==> config.mk <==
export PLATFORM = sky130hd
export DESIGN_NAME = op2_skip_eval
export DESIGN_NICKNAME = d
export VERILOG_FILES = /design/src/rtl/op2_pkg.sv /design/src/rtl/op2_field_decode.sv /design/src/rtl/op2_cond_eval.sv /design/src/rtl/op2_pc_step.sv /design/src/rtl/op2_skip_eval.sv
export SDC_FILE = /design/constraint.sdc
export NUM_CORES = 1
export LEC_CHECK = 0
export ABC_AREA = 1
export ABC_CLOCK_PERIOD_IN_PS = 1150
export BUFFER_PORTS_ARGS = -buffer_cell sky130_fd_sc_hd__buf_2
export CORE_UTILIZATION = 31
export CTS_BUF_LIST = sky130_fd_sc_hd__clkbuf_8
export CTS_CLUSTER_SIZE = 16
export DETAILED_ROUTE_END_ITERATION = 6
export SETUP_SLACK_MARGIN = 0.3
export SLEW_MARGIN = 20
export SYNTH_ARGS = -nofsm -noshare
export SYNTH_HDL_FRONTEND = slang
export SYNTH_SLANG_ARGS = --single-unit
==> constraint.sdc <==
create_clock -name clk -period 1.15 [get_ports clk]
set_clock_uncertainty 0.2 [all_clocks]
set_input_delay 0 -clock clk [delete_from_list [all_inputs] [get_ports clk]]
set_output_delay 0 -clock clk [all_outputs]
set_load 0.05 [all_outputs]
==> src/rtl/op2_pkg.sv <==
package op2_pkg;
  // Bit positions inside the instruction word (behaviour depends on them)
  localparam int unsigned POS_CLR   = 7;
  localparam int unsigned POS_NEG   = 6;
  localparam int unsigned POS_ZERO  = 5;
  localparam int unsigned POS_LINK  = 4;
  localparam int unsigned POS_SENSE = 3;
  localparam int unsigned POS_SWOR  = 2;
  localparam int unsigned POS_HALT  = 1;

  typedef struct packed {
    logic clr;
    logic t_neg;
    logic t_zero;
    logic t_link;
    logic sense;
    logic swor;
    logic halt;
  } op2_fields_t;
endpackage

==> src/rtl/op2_field_decode.sv <==
module op2_field_decode
  import op2_pkg::*;
#(
  parameter int unsigned DATA_W = 12
) (
  input  logic [DATA_W-1:0] instr,
  output op2_fields_t       fields
);
  always_comb begin
    fields.clr    = instr[POS_CLR];
    fields.t_neg  = instr[POS_NEG];
    fields.t_zero = instr[POS_ZERO];
    fields.t_link = instr[POS_LINK];
    fields.sense  = instr[POS_SENSE];
    fields.swor   = instr[POS_SWOR];
    fields.halt   = instr[POS_HALT];
  end
endmodule

==> src/rtl/op2_cond_eval.sv <==
module op2_cond_eval
  import op2_pkg::*;
#(
  parameter int unsigned DATA_W = 12
) (
  input  op2_fields_t       fields,
  input  logic [DATA_W-1:0] acc,
  input  logic              link,
  output logic              any_hit,
  output logic              skip
);
  localparam int unsigned SIGN_POS = DATA_W - 1;

  function automatic logic cond_hit(input op2_fields_t f,
                                    input logic [DATA_W-1:0] a,
                                    input logic l);
    logic neg_ok, zero_ok, link_ok;
    neg_ok  = f.t_neg  & a[SIGN_POS];
    zero_ok = f.t_zero & (a == '0);
    link_ok = f.t_link & l;
    return neg_ok | zero_ok | link_ok;
  endfunction

  always_comb begin
    any_hit = cond_hit(fields, acc, link);
    skip    = fields.sense ? ~any_hit : any_hit;
  end
endmodule

==> src/rtl/op2_pc_step.sv <==
module op2_pc_step #(
  parameter int unsigned DATA_W  = 12,
  parameter int unsigned FIELD_W = 3
) (
  input  logic [FIELD_W+DATA_W-1:0] pc_in,
  input  logic                      skip,
  output logic [FIELD_W+DATA_W-1:0] pc_seq,
  output logic [FIELD_W+DATA_W-1:0] pc_next
);
  localparam int unsigned PC_W = FIELD_W + DATA_W;

  function automatic logic [PC_W-1:0] page_inc(input logic [PC_W-1:0] p);
    logic [DATA_W-1:0] low;
    low = p[DATA_W-1:0] + DATA_W'(1);
    return {p[PC_W-1:DATA_W], low};
  endfunction

  always_comb begin
    pc_seq  = page_inc(pc_in);
    pc_next = skip ? page_inc(pc_seq) : pc_seq;
  end
endmodule

==> src/rtl/op2_skip_eval.sv <==
module op2_skip_eval
  import op2_pkg::*;
#(
  parameter int unsigned DATA_W  = 12,
  parameter int unsigned FIELD_W = 3
) (
  input  logic                      clk,
  input  logic                      rst_n,
  input  logic                      in_valid,
  input  logic [DATA_W-1:0]         instr,
  input  logic [DATA_W-1:0]         acc,
  input  logic                      link,
  input  logic [FIELD_W+DATA_W-1:0] pc_in,
  output logic                      res_valid,
  output logic                      res_skip,
  output logic [FIELD_W+DATA_W-1:0] res_pc,
  output logic [DATA_W-1:0]         res_acc,
  output logic                      res_halt,
  output logic                      res_illegal
);
  localparam int unsigned PC_W = FIELD_W + DATA_W;

  op2_fields_t       fields;
  logic              any_hit;
  logic              skip_now;
  logic [PC_W-1:0]   pc_seq;
  logic [PC_W-1:0]   pc_next;
  logic [DATA_W-1:0] acc_after;

  op2_field_decode #(.DATA_W(DATA_W)) u_decode (
    .instr  (instr),
    .fields (fields)
  );

  op2_cond_eval #(.DATA_W(DATA_W)) u_cond (
    .fields  (fields),
    .acc     (acc),
    .link    (link),
    .any_hit (any_hit),
    .skip    (skip_now)
  );

  op2_pc_step #(.DATA_W(DATA_W), .FIELD_W(FIELD_W)) u_pc (
    .pc_in   (pc_in),
    .skip    (skip_now),
    .pc_seq  (pc_seq),
    .pc_next (pc_next)
  );

  // Clear is applied after the tests, which used the incoming acc
  assign acc_after = fields.clr ? '0 : acc;

  always_ff @(posedge clk or negedge rst_n) begin
    if (!rst_n) begin
      res_valid   <= 1'b0;
      res_skip    <= 1'b0;
      res_pc      <= '0;
      res_acc     <= '0;
      res_halt    <= 1'b0;
      res_illegal <= 1'b0;
    end else begin
      res_valid <= in_valid;
      if (in_valid) begin
        res_skip    <= skip_now;
        res_pc      <= pc_next;
        res_acc     <= acc_after;
        res_halt    <= fields.halt;
        res_illegal <= fields.swor;
      end
    end
  end
endmodule

==> summary.txt, run 1 <==
Die
  – Core area: 5960 um2
  – Starting Density: 32.3%
  – # IOs: 74
  – Die width: 80.8 um
  – # rows: 28
  – Die Area: 6530 um2
  – Die height: 80.8 um

Clocking
  – Clock transition at the registers of the reported paths: 0.07 ns
  – Clock tree buffer depth: 2
  – Clock Sinks: 31
  – CTS buffer count: 5
  – Latest clock arrival within the worst-skew pair: 0.28 ns
  – Root buffer cell: clkbuf_8
  – Htree depth: 2
  – Cts-stage hold buffer count: 12
  – TritonCTS clock tree: done

Route
  – Residual DRC: 0
  – DR vias/cell: 4.43
  – Post-Route WL: 5570 um
  – Pre-Repair DR Iteration Count: 4
  – 1st-iter DRT viols: 72
  – Final ANT Viol Nets: 0
  – Drt wl/cell: 11.6 um
  – Via count: 2120

GRT
  – First-pass GRT wire length: 8750 um
  – Largest net degree at the start of global routing: 20
  – Total global-route track usage: 17.2%
  – Initial antenna violation count: 0
  – Grt ovf: 0
  – Number of global-route vias before repair: 1969

Yosys
  – #FFs+latches synth: 31
  – Synth area leader: dfrtp_1
  – Syn_area_per_cell: 6.95 um2
  – Synth top area share: 40.3%
  – Ys Warns: 0
  – Mapped Cells: 277
  – Synth area leaders: dfrtp_1, nand2_1, nand3_1
  – Ys async rst share: 100%
  – Mapped Area: 1920 um2
  – Sequential share of the synthesized area: 40.3%
  – Post-Syn Nets: 323
  – Synth Flop Type: dfrtp_1
  – EDFF count, synth: 0
  – Distinct cell type count after synthesis: 26

STA
  – Final WS setup: -0.117 ns
  – Setup TNS: -0.573 ns
  – Worst Tran Pin Value: 0.378 ns
  – Fmax: 789 MHz
  – Rel. slew slack: 74.8%
  – Final setup viols: 8
  – Final hold viol count: 53
  – Slew Limit Fails: 0
  – Tcrit/Tclk final: 110%
  – Final worst path period need: 1.27 ns
  – RSZ-0062 raised after global routing: true
  – Hold Slack: -0.566 ns

Critical path
  – Crit-path slowest cell: ha_4
  – Max incr delay on CP: 0.18 ns
  – Critical Path AT: 1.29 ns
  – Critical Path Most Common Cell: nand2_1
  – CP endpoint kind: flop
  – CP required: 1.17 ns
  – CP cell instances: buf_12 > ha_4 > nand2_8 > buf_4 > o21ai_2 > nand2_2 > nor2_2 > nand2_2 > nor2_4 > nand2_1 > nand2_1 > nand3_1 > nand2_1
  – Crit path max fanout: 5
  – CP Class: in -> reg
  – CP startpoint kind: input port
  – Buffers & Inverters on Critical Path: 2
  – Crit path max-delay family: simple AND/OR/NAND/NOR gates

Hold path
  – Hold crit path type: in -> async

Finish
  – Synthesis-to-layout area growth: 81.2%
  – Post-route insts no fill: 479
  – # diodes: 0
  – Filler Cells Inserted: 543
  – Final instance area: 3490 um2
  – Nets: 449
  – Ratio of cells with drive above 1 in the final layout: 49.5%
  – Layout Utilization: 58.6%

Power and ir drop
  – Total power: 3.51 mW
  – Leakage: 1.75 nW
  – P per Cell Area: 1010 nW/um2
  – Peak supply drop: 808 uV

Flow run
  – Max Cap Viol: 0

Placed design
  – Placed Area: 2630 um2
  – HPWL after DPL: 3740 um
  – Post-Place Cells: 440
  – DP Worst Slack: -0.479 ns
  – Port-buffer cells: 68
  – Final GP Congestion: 0.708

Status
  – Status: finished with violations
  – Failing checks: negative hold slack, negative setup slack
[placed cells by master (no fill, tap or decap), types with 5 or more instances in the layout]
cell	Yosys	routed
inv_1	37	33
dfrtp_2	0	18
nand3_1	30	22
dfrtp_1	31	13
o21ai_2	2	6
nand2_2	8	15
nor2_2	5	5
inv_2	2	7
nand2_1	97	86
dlygate4sd3_1	0	12
nand3_2	1	7
o21ai_1	1	12
nor2_4	6	10
buf_4	1	37
buf_8	0	21
buf_6	0	25
nor2_1	19	15
buf_2	2	28
clkbuf_8	1	5
[worst reg2reg max path: cells and delay by family, from the launching register on]
family | cells | cell delay [ns]
simple gates | 1 | 0.05
flops | 1 | 0.43
compound gates | 1 | 0.05
buf+inv | 1 | 0.13
[power breakdown]
part	internal, mW	switching [mW]	total, mW
Sequential	1.20	0.0905	1.29
Combinational	0.621	0.792	1.41
Clock	0.406	0.393	0.799
[synth_stat cells, types with 2 or more instances]
| cell type | number |
|---|---|
| clkbuf_1 | 3 |
| inv_2 | 2 |
| nor2_2 | 5 |
| o21ai_0 | 18 |
| a31oi_1 | 2 |
| nand3_1 | 30 |
| nor2_4 | 6 |
| inv_1 | 37 |
| nor2_1 | 19 |
| dfrtp_1 | 31 |
| nand4_1 | 2 |
| nand2_2 | 8 |
| nand2_1 | 97 |
| buf_2 | 2 |
| ha_1 | 3 |
| o21ai_2 | 2 |
[flip-flops by register name (all words and copies together) (netlist names)]
signal and flops:
res_skip 1, res_valid 1, res_halt 1, res_illegal 1
res_pc 15, res_acc 12
[final cells by class]
cell class | count | area, um2 | area share, %
repair buffers | 126 | 1190 | 34.3
multi-input cells | 199 | 1160 | 33.3
flip-flops and latches | 31 | 798 | 22.9
inverters | 40 | 158 | 4.52
well taps | 75 | 93.8 | 2.69
clock buffers | 5 | 68.8 | 1.97
clock inverters | 3 | 12.5 | 0.359
[routing by layer]
metal	share of wire, %	vias to the layer above	global-route usage [%]
met1	45	958	22.1
met4	0.56	0	3.75
met5	0	-	0
met3	3.6	2	3.48
li1	-	1111	-
met2	51	49	29.7
[worst paths after layout]
check,end,slack [ns],start,cells after the start
min in group clk,res_acc[1]$_DFFE_PN0P_,-0.14,acc[1],4
setup / recovery,res_pc[9]$_DFFE_PN0P_,-0.12,pc_in[1],13
setup reg to reg,res_acc[8]$_DFFE_PN0P_,0.19,res_acc[8]$_DFFE_PN0P_,3
hold / removal,res_pc[12]$_DFFE_PN0P_,-0.57,rst_n,1
hold reg to reg,res_pc[2]$_DFFE_PN0P_,0.31,res_pc[2]$_DFFE_PN0P_,2
max in group asynchronous,res_skip$_DFFE_PN0P_,0.88,rst_n,2
[what timing repair did]
item,CTS,global route
setup endpoints to repair,44,60
pin swaps,16,24
buffers inserted,9,10
gates resized for setup,110,40
hold endpoints to repair,61,48
[cells by family (layout without fill, tap and decap cells)]
kind of cell / Yosys count / count (layout) / synth area share [%]
adder cells (fa/ha/maj): 3 / 3 / 1.95
buffers and inverters: 47 / 174 / 10.0
flip-flops: 31 / 31 / 40.3
AND/OR/NAND/NOR: 171 / 171 / 40.3
XOR/XNOR: 2 / 2 / 0.910
AO/OA/AOI/OAI: 23 / 23 / 6.50
No activity file was read; power rests on OpenSTA's default activity.
==> inputs of run 2 (changes only) <==
--- a/config.mk
+++ b/config.mk
@@ -12,6 +12,7 @@
 export CTS_BUF_LIST = sky130_fd_sc_hd__clkbuf_8
 export CTS_CLUSTER_SIZE = 16
 export DETAILED_ROUTE_END_ITERATION = 6
+export MAX_ROUTING_LAYER = met4
 export SETUP_SLACK_MARGIN = 0.3
 export SLEW_MARGIN = 20
 export SYNTH_ARGS = -nofsm -noshare
==> run 2 against run 1 <==
  * The run still ends with negative hold slack, negative setup slack left
  * Sequential share of layout area stayed put
  * Hold slack hardly changed
  * First-iteration DRC count is 2.8% higher
  * Clock-buffer cell count stayed put
  * Sequential cell count stayed put
  * Design area stayed put
  * Fmax hardly changed
  * Utilization stayed put
  * Critical path depth stayed put
  * Setup slack hardly changed
  * Critical path type unchanged
  * Critical endpoint unchanged
==> summary.txt, run 2 (synthesized netlist as in run 1, its figures left out) <==
STA
  – Final WS setup: -0.118 ns
  – Final setup viols: 8
  – Hold Slack: -0.566 ns
  – Final worst path period need: 1.27 ns
  – Final hold viol count: 53
  – Fmax: 789 MHz
  – Slew Limit Fails: 0
  – Setup TNS: -0.575 ns
  – Worst Tran Pin Value: 0.378 ns
  – Tcrit/Tclk final: 110%
  – Rel. slew slack: 74.8%
  – RSZ-0062 raised after global routing: true

Critical path
  – R2R Setup Slk: 0.19 ns
  – Worst Reg-to-Reg Cells: 3
  – Critical Path Most Common Cell: nand2_1
  – Crit path max fanout: 5
  – CP cell instances: buf_12 > ha_4 > nand2_8 > buf_4 > o21ai_2 > nand2_2 > nor2_2 > nand2_2 > nor2_4 > nand2_1 > nand2_1 > nand3_1 > nand2_1
  – CP startpoint: pc_in[1]
  – R2r startpoint: res_acc[8]$_DFFE_PN0P_
  – Crit-path slowest cell: ha_4
  – Critical Path AT: 1.29 ns
  – CP startpoint kind: input port
  – CP endpoint kind: flop
  – Max incr delay on CP: 0.18 ns
  – CP Class: in -> reg
  – CP required: 1.17 ns

Power and ir drop
  – P per Cell Area: 1000 nW/um2
  – Psw: 1.27 mW
  – Sw frac: 36.4%
  – Flop pwr share: 36.9%
  – Clock power share: 22.8%
  – Internal power: 2.23 mW
  – Peak supply drop: 808 uV
  – Combinational power share: 40.3%
  – Leakage: 1.75 nW
  – Total power: 3.50 mW

GRT
  – Initial antenna violation count: 0
  – Grt ovf: 0
  – Largest net degree at the start of global routing: 20
  – Number of global-route vias before repair: 1969
  – First-pass GRT wire length: 8750 um
  – Total global-route track usage: 17.7%

Clocking
  – TritonCTS clock tree: done
  – Htree depth: 2
  – Cts-stage hold buffer count: 12
  – Clock Sinks: 31
  – Clock transition at the registers of the reported paths: 0.07 ns
  – Latest clock arrival within the worst-skew pair: 0.27 ns
  – CTS buffer count: 5
  – Clock tree buffer depth: 2
  – Root buffer cell: clkbuf_8

Placed design
  – HPWL after DPL: 3740 um
  – Post-Place Cells: 440
  – Port-buffer cells: 68
  – Final GP Congestion: 0.716

Die
  – # rows: 28
  – Die width: 80.8 um
  – Die Area: 6530 um2
  – Core area: 5960 um2
  – Starting Density: 32.3%
  – Die height: 80.8 um
  – # IOs: 74

Finish
  – Biggest register: res_pc
  – Top flop regs: res_pc x15, res_acc x12
  – Largest register FFs: 15
  – Synthesis-to-layout area growth: 81.2%
  – Most common cell after layout, fill and taps aside: nand2_1
  – Filler Cells Inserted: 543
  – Nets: 449
  – Ratio of cells with drive above 1 in the final layout: 49.5%
  – Post-route insts no fill: 479
  – Most frequent cells in the layout: nand2_1, buf_4, inv_1
  – # diodes: 0

Status
  – Status: finished with violations
  – Failing checks: negative hold slack, negative setup slack

Route
  – Via count: 2125
  – DR vias/cell: 4.44
  – 1st-iter DRT viols: 74
  – Post-Route WL: 5560 um
  – Final ANT Viol Nets: 0
  – Residual DRC: 0
  – Drt wl/cell: 11.6 um
  – Pre-Repair DR Iteration Count: 4

Flow run
  – Max Cap Viol: 0

Hold path
  – Hold crit path type: in -> async
-- run 2: cell counts in the layout (fill, tap and decap cells not counted) --
Identical to the previous run, type by type.
-- run 2: area by class of cell --
cell class	count	area (um2)	share of cell area, %
Timing Repair Buffer	126	1190	34.3
Clock inverter	3	12.5	0.359
Multi-Input combinational cell	199	1160	33.3
Sequential cell	31	798	22.9
Tap cell	75	93.8	2.69
Clock buffer	5	68.8	1.97
Inverter	40	158	4.52
-- run 2: layer usage --
layer / global-route usage, % / vias up / part of all wire [%]
met5: - / - / 0
met4: 3.75 / 0 / 0.56
met3: 3.26 / 2 / 3.3
met2: 29.7 / 47 / 51
met1: 22.3 / 965 / 45
li1: - / 1111 / -
-- run 2: final timing paths --
kind	to
min	res_pc[12]$_DFFE_PN0P_
max reg2reg	res_acc[8]$_DFFE_PN0P_
min reg2reg	res_pc[2]$_DFFE_PN0P_
max	res_pc[9]$_DFFE_PN0P_
min in group clk	res_acc[1]$_DFFE_PN0P_
max in group asynchronous	res_skip$_DFFE_PN0P_
-- run 2: stage by stage --
stage | area (um2) | util [%] | setup WS, ns
after floorplan | 2020 | - | -0.214
after global placement | 2630 | 44.1 | -0.430
after detailed placement | 2630 | 44.1 | -0.479
after CTS | 3250 | 54.6 | -0.101
after global routing | 3490 | 58.6 | -0.256
final | 3490 | 58.6 | -0.118
-- run 2: power by group through the flow --
stage,registers [mW],logic [mW],clock network (mW)
after global routing,1.30,1.51,0.865
after global placement,1.27,1.02,0
after CTS,1.29,1.31,0.823
after detailed placement,1.27,1.03,0
after floorplan,1.63,0.312,0
final,1.29,1.41,0.797
-- run 2: critical path, delay by kind of cell --
family	cells	cell delay, ns
buffers and inverters	2	0.23
AO/OA/AOI/OAI	1	0.12
AND/OR/NAND/NOR	9	0.77
adder cells (fa/ha/maj)	1	0.18
-- run 2: repair_timing --
| action | in CTS | in global routing |
|---|---|---|
| hold endpoints to repair | 61 | 48 |
| gates resized for setup | 110 | 40 |
| setup buffers | 9 | 10 |
| endpoints found under the setup margin | 44 | 60 |
| gates cloned | 0 | 0 |
| pin swaps | 16 | 24 |
